**config.mk**
```make
export PLATFORM = sky130hd
export DESIGN_NAME = stream_align_delay
export DESIGN_NICKNAME = d
export VERILOG_FILES = /design/src/rtl/sad_pkg.sv /design/src/rtl/sad_stage.sv /design/src/rtl/sad_chain.sv /design/src/rtl/sad_ctrl.sv /design/src/rtl/stream_align_delay.sv
export SDC_FILE = /design/constraint.sdc
export NUM_CORES = 1
export LEC_CHECK = 0
export CELL_PAD_IN_SITES_DETAIL_PLACEMENT = 1
export CELL_PAD_IN_SITES_GLOBAL_PLACEMENT = 1
export CORE_ASPECT_RATIO = 0.6
export CORE_MARGIN = 5
export CORE_UTILIZATION = 25
export CTS_CLUSTER_DIAMETER = 120
export DETAILED_ROUTE_END_ITERATION = 12
export DONT_BUFFER_PORTS = 1
export GPL_TIMING_DRIVEN = 0
export PLACE_DENSITY_LB_ADDON = 0.1
export SLEW_MARGIN = 20
export SYNTH_ARGS = -nofsm -noshare
export SYNTH_HDL_FRONTEND = slang
export SYNTH_HIERARCHICAL = 1
export SYNTH_SLANG_ARGS = --single-unit
```
**constraint.sdc**
```tcl
create_clock -name clk -period 11.6 [get_ports clk]
set_input_delay 0.58 -clock clk [delete_from_list [all_inputs] [get_ports clk]]
set_output_delay 0.58 -clock clk [all_outputs]
set_load 0.03 [all_outputs]
```
**src/rtl/sad_pkg.sv**
```systemverilog
// Package: shared beat type for the stream alignment delay.
// Assumes one fixed pixel width across the block; markers ride beside it.
package sad_pkg;
    localparam int PIX_W = 16;

    typedef struct packed {
        logic [PIX_W-1:0] pix;
        logic             sop;
        logic             eop;
    } beat_t;

    localparam int BEAT_W = $bits(beat_t);
endpackage

```
**src/rtl/sad_stage.sv**
```systemverilog
// Module: sad_stage
// One slot of the delay chain: a packed beat word plus an occupancy flag.
// Assumes the caller raises adv only when a real beat is being accepted;
// the word has no reset because the occupancy flag marks it as junk.
module sad_stage
    import sad_pkg::*;
(
    input  logic  clk,
    input  logic  rst_n,
    input  logic  adv,
    input  beat_t d_word,
    input  logic  d_occ,
    output beat_t q_word,
    output logic  q_occ
);
    // Word register: loads the neighbour's word on each accepted beat.
    always_ff @(posedge clk) begin
        if (adv) begin
            q_word <= d_word;
        end
    end

    // Occupancy flag: cleared by reset, follows the neighbour on advance.
    always_ff @(posedge clk) begin
        if (!rst_n) begin
            q_occ <= 1'b0;
        end else if (adv) begin
            q_occ <= d_occ;
        end
    end
endmodule

```
**src/rtl/sad_chain.sv**
```systemverilog
// Module: sad_chain
// DEPTH stages in series, all sharing one advance enable.
// Assumes DEPTH >= 1; slot 0 is fed directly by the incoming beat.
module sad_chain
    import sad_pkg::*;
#(
    parameter int DEPTH = 15
) (
    input  logic  clk,
    input  logic  rst_n,
    input  logic  adv,
    input  beat_t head_word,
    input  logic  head_occ,
    output beat_t tail_word,
    output logic  tail_occ
);
    beat_t           word_w [DEPTH+1];
    logic [DEPTH:0]  occ_w;

    // Entry tap: the incoming beat feeds the first slot.
    always_comb begin
        word_w[0] = head_word;
        occ_w[0]  = head_occ;
    end

    for (genvar g = 0; g < DEPTH; g++) begin : g_slot
        sad_stage u_stage (
            .clk    (clk),
            .rst_n  (rst_n),
            .adv    (adv),
            .d_word (word_w[g]),
            .d_occ  (occ_w[g]),
            .q_word (word_w[g+1]),
            .q_occ  (occ_w[g+1])
        );
    end

    assign tail_word = word_w[DEPTH];
    assign tail_occ  = occ_w[DEPTH];
endmodule

```
**src/rtl/sad_ctrl.sv**
```systemverilog
// Module: sad_ctrl
// Acceptance and output qualification for the delay chain.
// Assumes the downstream takes the output beat in any cycle ready is high,
// so leaving a beat and accepting a new one happen in the same cycle.
module sad_ctrl (
    input  logic rst_n,
    input  logic in_valid,
    input  logic ds_ready,
    input  logic tail_occ,
    output logic adv,
    output logic up_ready,
    output logic out_valid
);
    // Accept decision: only a qualified beat under ready moves the chain.
    always_comb begin
        up_ready  = ds_ready;
        adv       = rst_n & in_valid & ds_ready;
        out_valid = adv & tail_occ;
    end
endmodule

```
**src/rtl/stream_align_delay.sv**
```systemverilog
// Module: stream_align_delay (top)
// Delays a valid-qualified packet stream by DEPTH accepted beats so that it
// lines up with a fixed-latency processing branch. The chain stalls whenever
// the downstream is not ready and ignores idle cycles.
// Assumes the processing branch also advances once per accepted beat.
module stream_align_delay
    import sad_pkg::*;
#(
    parameter int DEPTH = 15
) (
    input  logic             clk,
    input  logic             rst_n,
    input  logic [PIX_W-1:0] in_data,
    input  logic             in_valid,
    input  logic             in_sop,
    input  logic             in_eop,
    input  logic             ds_ready,
    output logic             up_ready,
    output logic [PIX_W-1:0] out_data,
    output logic             out_valid,
    output logic             out_sop,
    output logic             out_eop
);
    beat_t in_word;
    beat_t tail_word;
    logic  tail_occ;
    logic  adv;

    // Pack the incoming beat so pixel and markers share one stage word.
    always_comb begin
        in_word.pix = in_data;
        in_word.sop = in_sop;
        in_word.eop = in_eop;
    end

    sad_ctrl u_ctrl (
        .rst_n     (rst_n),
        .in_valid  (in_valid),
        .ds_ready  (ds_ready),
        .tail_occ  (tail_occ),
        .adv       (adv),
        .up_ready  (up_ready),
        .out_valid (out_valid)
    );

    sad_chain #(.DEPTH(DEPTH)) u_chain (
        .clk       (clk),
        .rst_n     (rst_n),
        .adv       (adv),
        .head_word (in_word),
        .head_occ  (in_valid),
        .tail_word (tail_word),
        .tail_occ  (tail_occ)
    );

    // Unpack the beat leaving the last slot.
    always_comb begin
        out_data = tail_word.pix;
        out_sop  = tail_word.sop;
        out_eop  = tail_word.eop;
    end
endmodule

```
==> flow_metrics.tcl <==
set metrics [dict create \
    slowest_delay_ns 0.38 \
    outcome "complete, no violations" \
    regArea_um2 8410 \
    max_freq_ghz 0.552 \
    period_minus_slack_ns 1.81 \
    post_cts_resized 0 \
    io-pin-count 42 \
    cts.clk_slew.worst_paths_ns 0.06 \
    fin_util 0.304 \
    crit_required_ns 11.02 \
    port_buffers 0 \
    cp_top_family "simple AND/OR/NAND/NOR gates" \
    rows 52 \
    gp_congestion 0.573 \
    drv_slew 0 \
    antenna_found_initial 0 \
    syn_area_um2 8680 \
    synth_cells 318 \
    wl_per_cell_um 11.4 \
    min_path_type "primary input to register" \
    die_w_um 250 \
    arrival_ns 1.23 \
    period_share 0.156 \
    critPathBufInv 0 \
    fin_worst_skew_ns 0.0127 \
    cts_setup_buffers 0 \
    end_kind "output port" \
    diodes 0 \
    dieHeight_um 154 \
    via_per_inst 3.36 \
    vias 2807 \
    numCtsBuffers 29 \
    yosys_warnings 6 \
    cts.sink_count 285 \
    ir_drop_mv 0.0886 \
    ys_seq_area_frac 0.969 \
    synthToLayoutAreaGrowth_pct 18.8 \
    final_cell_mix "edfxtp_1 (270), clkbuf_16 (29), mux2i_1 (15), nor2b_1 (15), dfxtp_1 (15)" \
    placed_area_um2 9400 \
    die_area_um2 38700 \
    syn-num-nets 340 \
    grtUsageTotal 0.0500 \
    grt_overflow 0 \
    ys_ff_latch 285 \
    grt_pass1_wl_mm 15.9 \
    final_nets 377 \
    powerDensity_nw_per_um2 200 \
    design_area_um2 10300 \
    drive_gt1_frac 0.125 \
    postCtsHoldBufs 0 \
    grt_max_degree 58 \
    htree_levels 1 \
    cp_max_fo 2 \
    firstDrtPassIters 4 \
    hold_violations 0 \
    setup_violations 0 \
    ant_nets 0 \
    crit_chain "and4_1" \
    max-cap-violations 0 \
    dp_hpwl_mm 4.52 \
    power.leakage_nw 3.17 \
    clkLatencyLatePin_ns 0.54 \
    slowest_stage "and4_1" \
    design.core.area_um2 34000 \
    max_slew_margin 0.748 \
    cts_buffer_depth 3 \
    multi_input_area_um2 264 \
    wl_mm 9.53 \
    fillers 3382 \
    rsz0062_at_grt "false" \
    drt_iter0_markers 212 \
    grt_pass1_vias 2996 \
    drc 0 \
    final_common_cell "edfxtp_1" \
    start_util 0.255 \
    p_total_mw 2.06 \
    setup_tns_ns 0 \
    syn_avg_cell_area_um2 27.3 \
    cts_root_buffer "clkbuf_16" \
    worstMarginPinSlew_ns 0.378 \
    synth.distinct_cells 7 \
    path_class "register to output port" \
    cp-start-kind "register" \
    cts_tree "built" \
]
sequential cells by signal (all words and copies together), names as in the netlist:
signal / count
u_chain/g_slot.u_stage/q_word: 270
u_chain/g_slot.u_stage/q_occ: 15
metrics by stage:
| step | worst slack, ns | instances | hold slack, ns |
|---|---|---|---|
| final | 9.79 | 835 | 0.140 |
| after global routing | 9.71 | 835 | 0.0908 |
| after CTS | 9.74 | 835 | 0.0955 |
| after detailed placement | 9.31 | 783 | 0.405 |
| after global placement | 5.63 | 777 | 0.400 |
| after floorplan | 6.96 | 318 | 0.400 |
path summary, 6_finish.rpt:
path / depth (start not counted) / slack (ns) / startpoint / endpoint
max: 1 / 9.79 / u_chain/g_slot[14].u_stage/q_occ$_SDFFE_PN0P_ / out_valid
min: 0 / 0.14 / in_data[7] / u_chain/g_slot[0].u_stage/q_word[9]$_DFFE_PP_
max reg2reg: 0 / 10.97 / u_chain/g_slot[13].u_stage/q_word[16]$_DFFE_PP_ / u_chain/g_slot[14].u_stage/q_word[16]$_DFFE_PP_
min reg2reg: 0 / 0.41 / u_chain/g_slot[7].u_stage/q_word[11]$_DFFE_PP_ / u_chain/g_slot[8].u_stage/q_word[11]$_DFFE_PP_
synthesized netlist by cell type:
| cell type | n | area, µm² |
|---|---|---|
| and3_2 | 1 | 7.51 |
| and4_1 | 1 | 8.76 |
| edfxtp_1 | 270 | 8110 |
| mux2i_1 | 15 | 150 |
| nor2b_1 | 15 | 93.8 |
| buf_4 | 1 | 7.51 |
| dfxtp_1 | 15 | 300 |
layout make-up:
type                            count  share of cell area
Clock inverter                     10             0.00959
Multi-Input combinational cell     32              0.0256
Tap cell                          459              0.0557
Buffer                              1            0.000728
Timing Repair Buffer                6              0.0138
Clock buffer                       42              0.0790
Sequential cell                   285               0.816
kinds of logic (layout without fill, tap and decap cells):
kind of cell           after synthesis  count (layout)  share of synthesized area
buffers and inverters                1              59                   0.000866
muxes                               15              15                     0.0173
DFF                                285             285                      0.969
and+or+nand+nor                     17              17                     0.0127
metal layers:
metal | GRT usage | vias up | routed length [µm]
met1 | 0.0668 | 1362 | 4420
li1 | - | 1357 | -
met2 | 0.0669 | 51 | 3960
met5 | 0 | - | 0
met4 | 0.0239 | 0 | 435
met3 | 0.0258 | 37 | 719
power breakdown:
part	internal, mW	switching (mW)
logic	0.00565	0.0153
registers	1.15	0.00764
clock network	0.528	0.363
total	1.68	0.386
No activity file was read; power rests on OpenSTA's default activity.
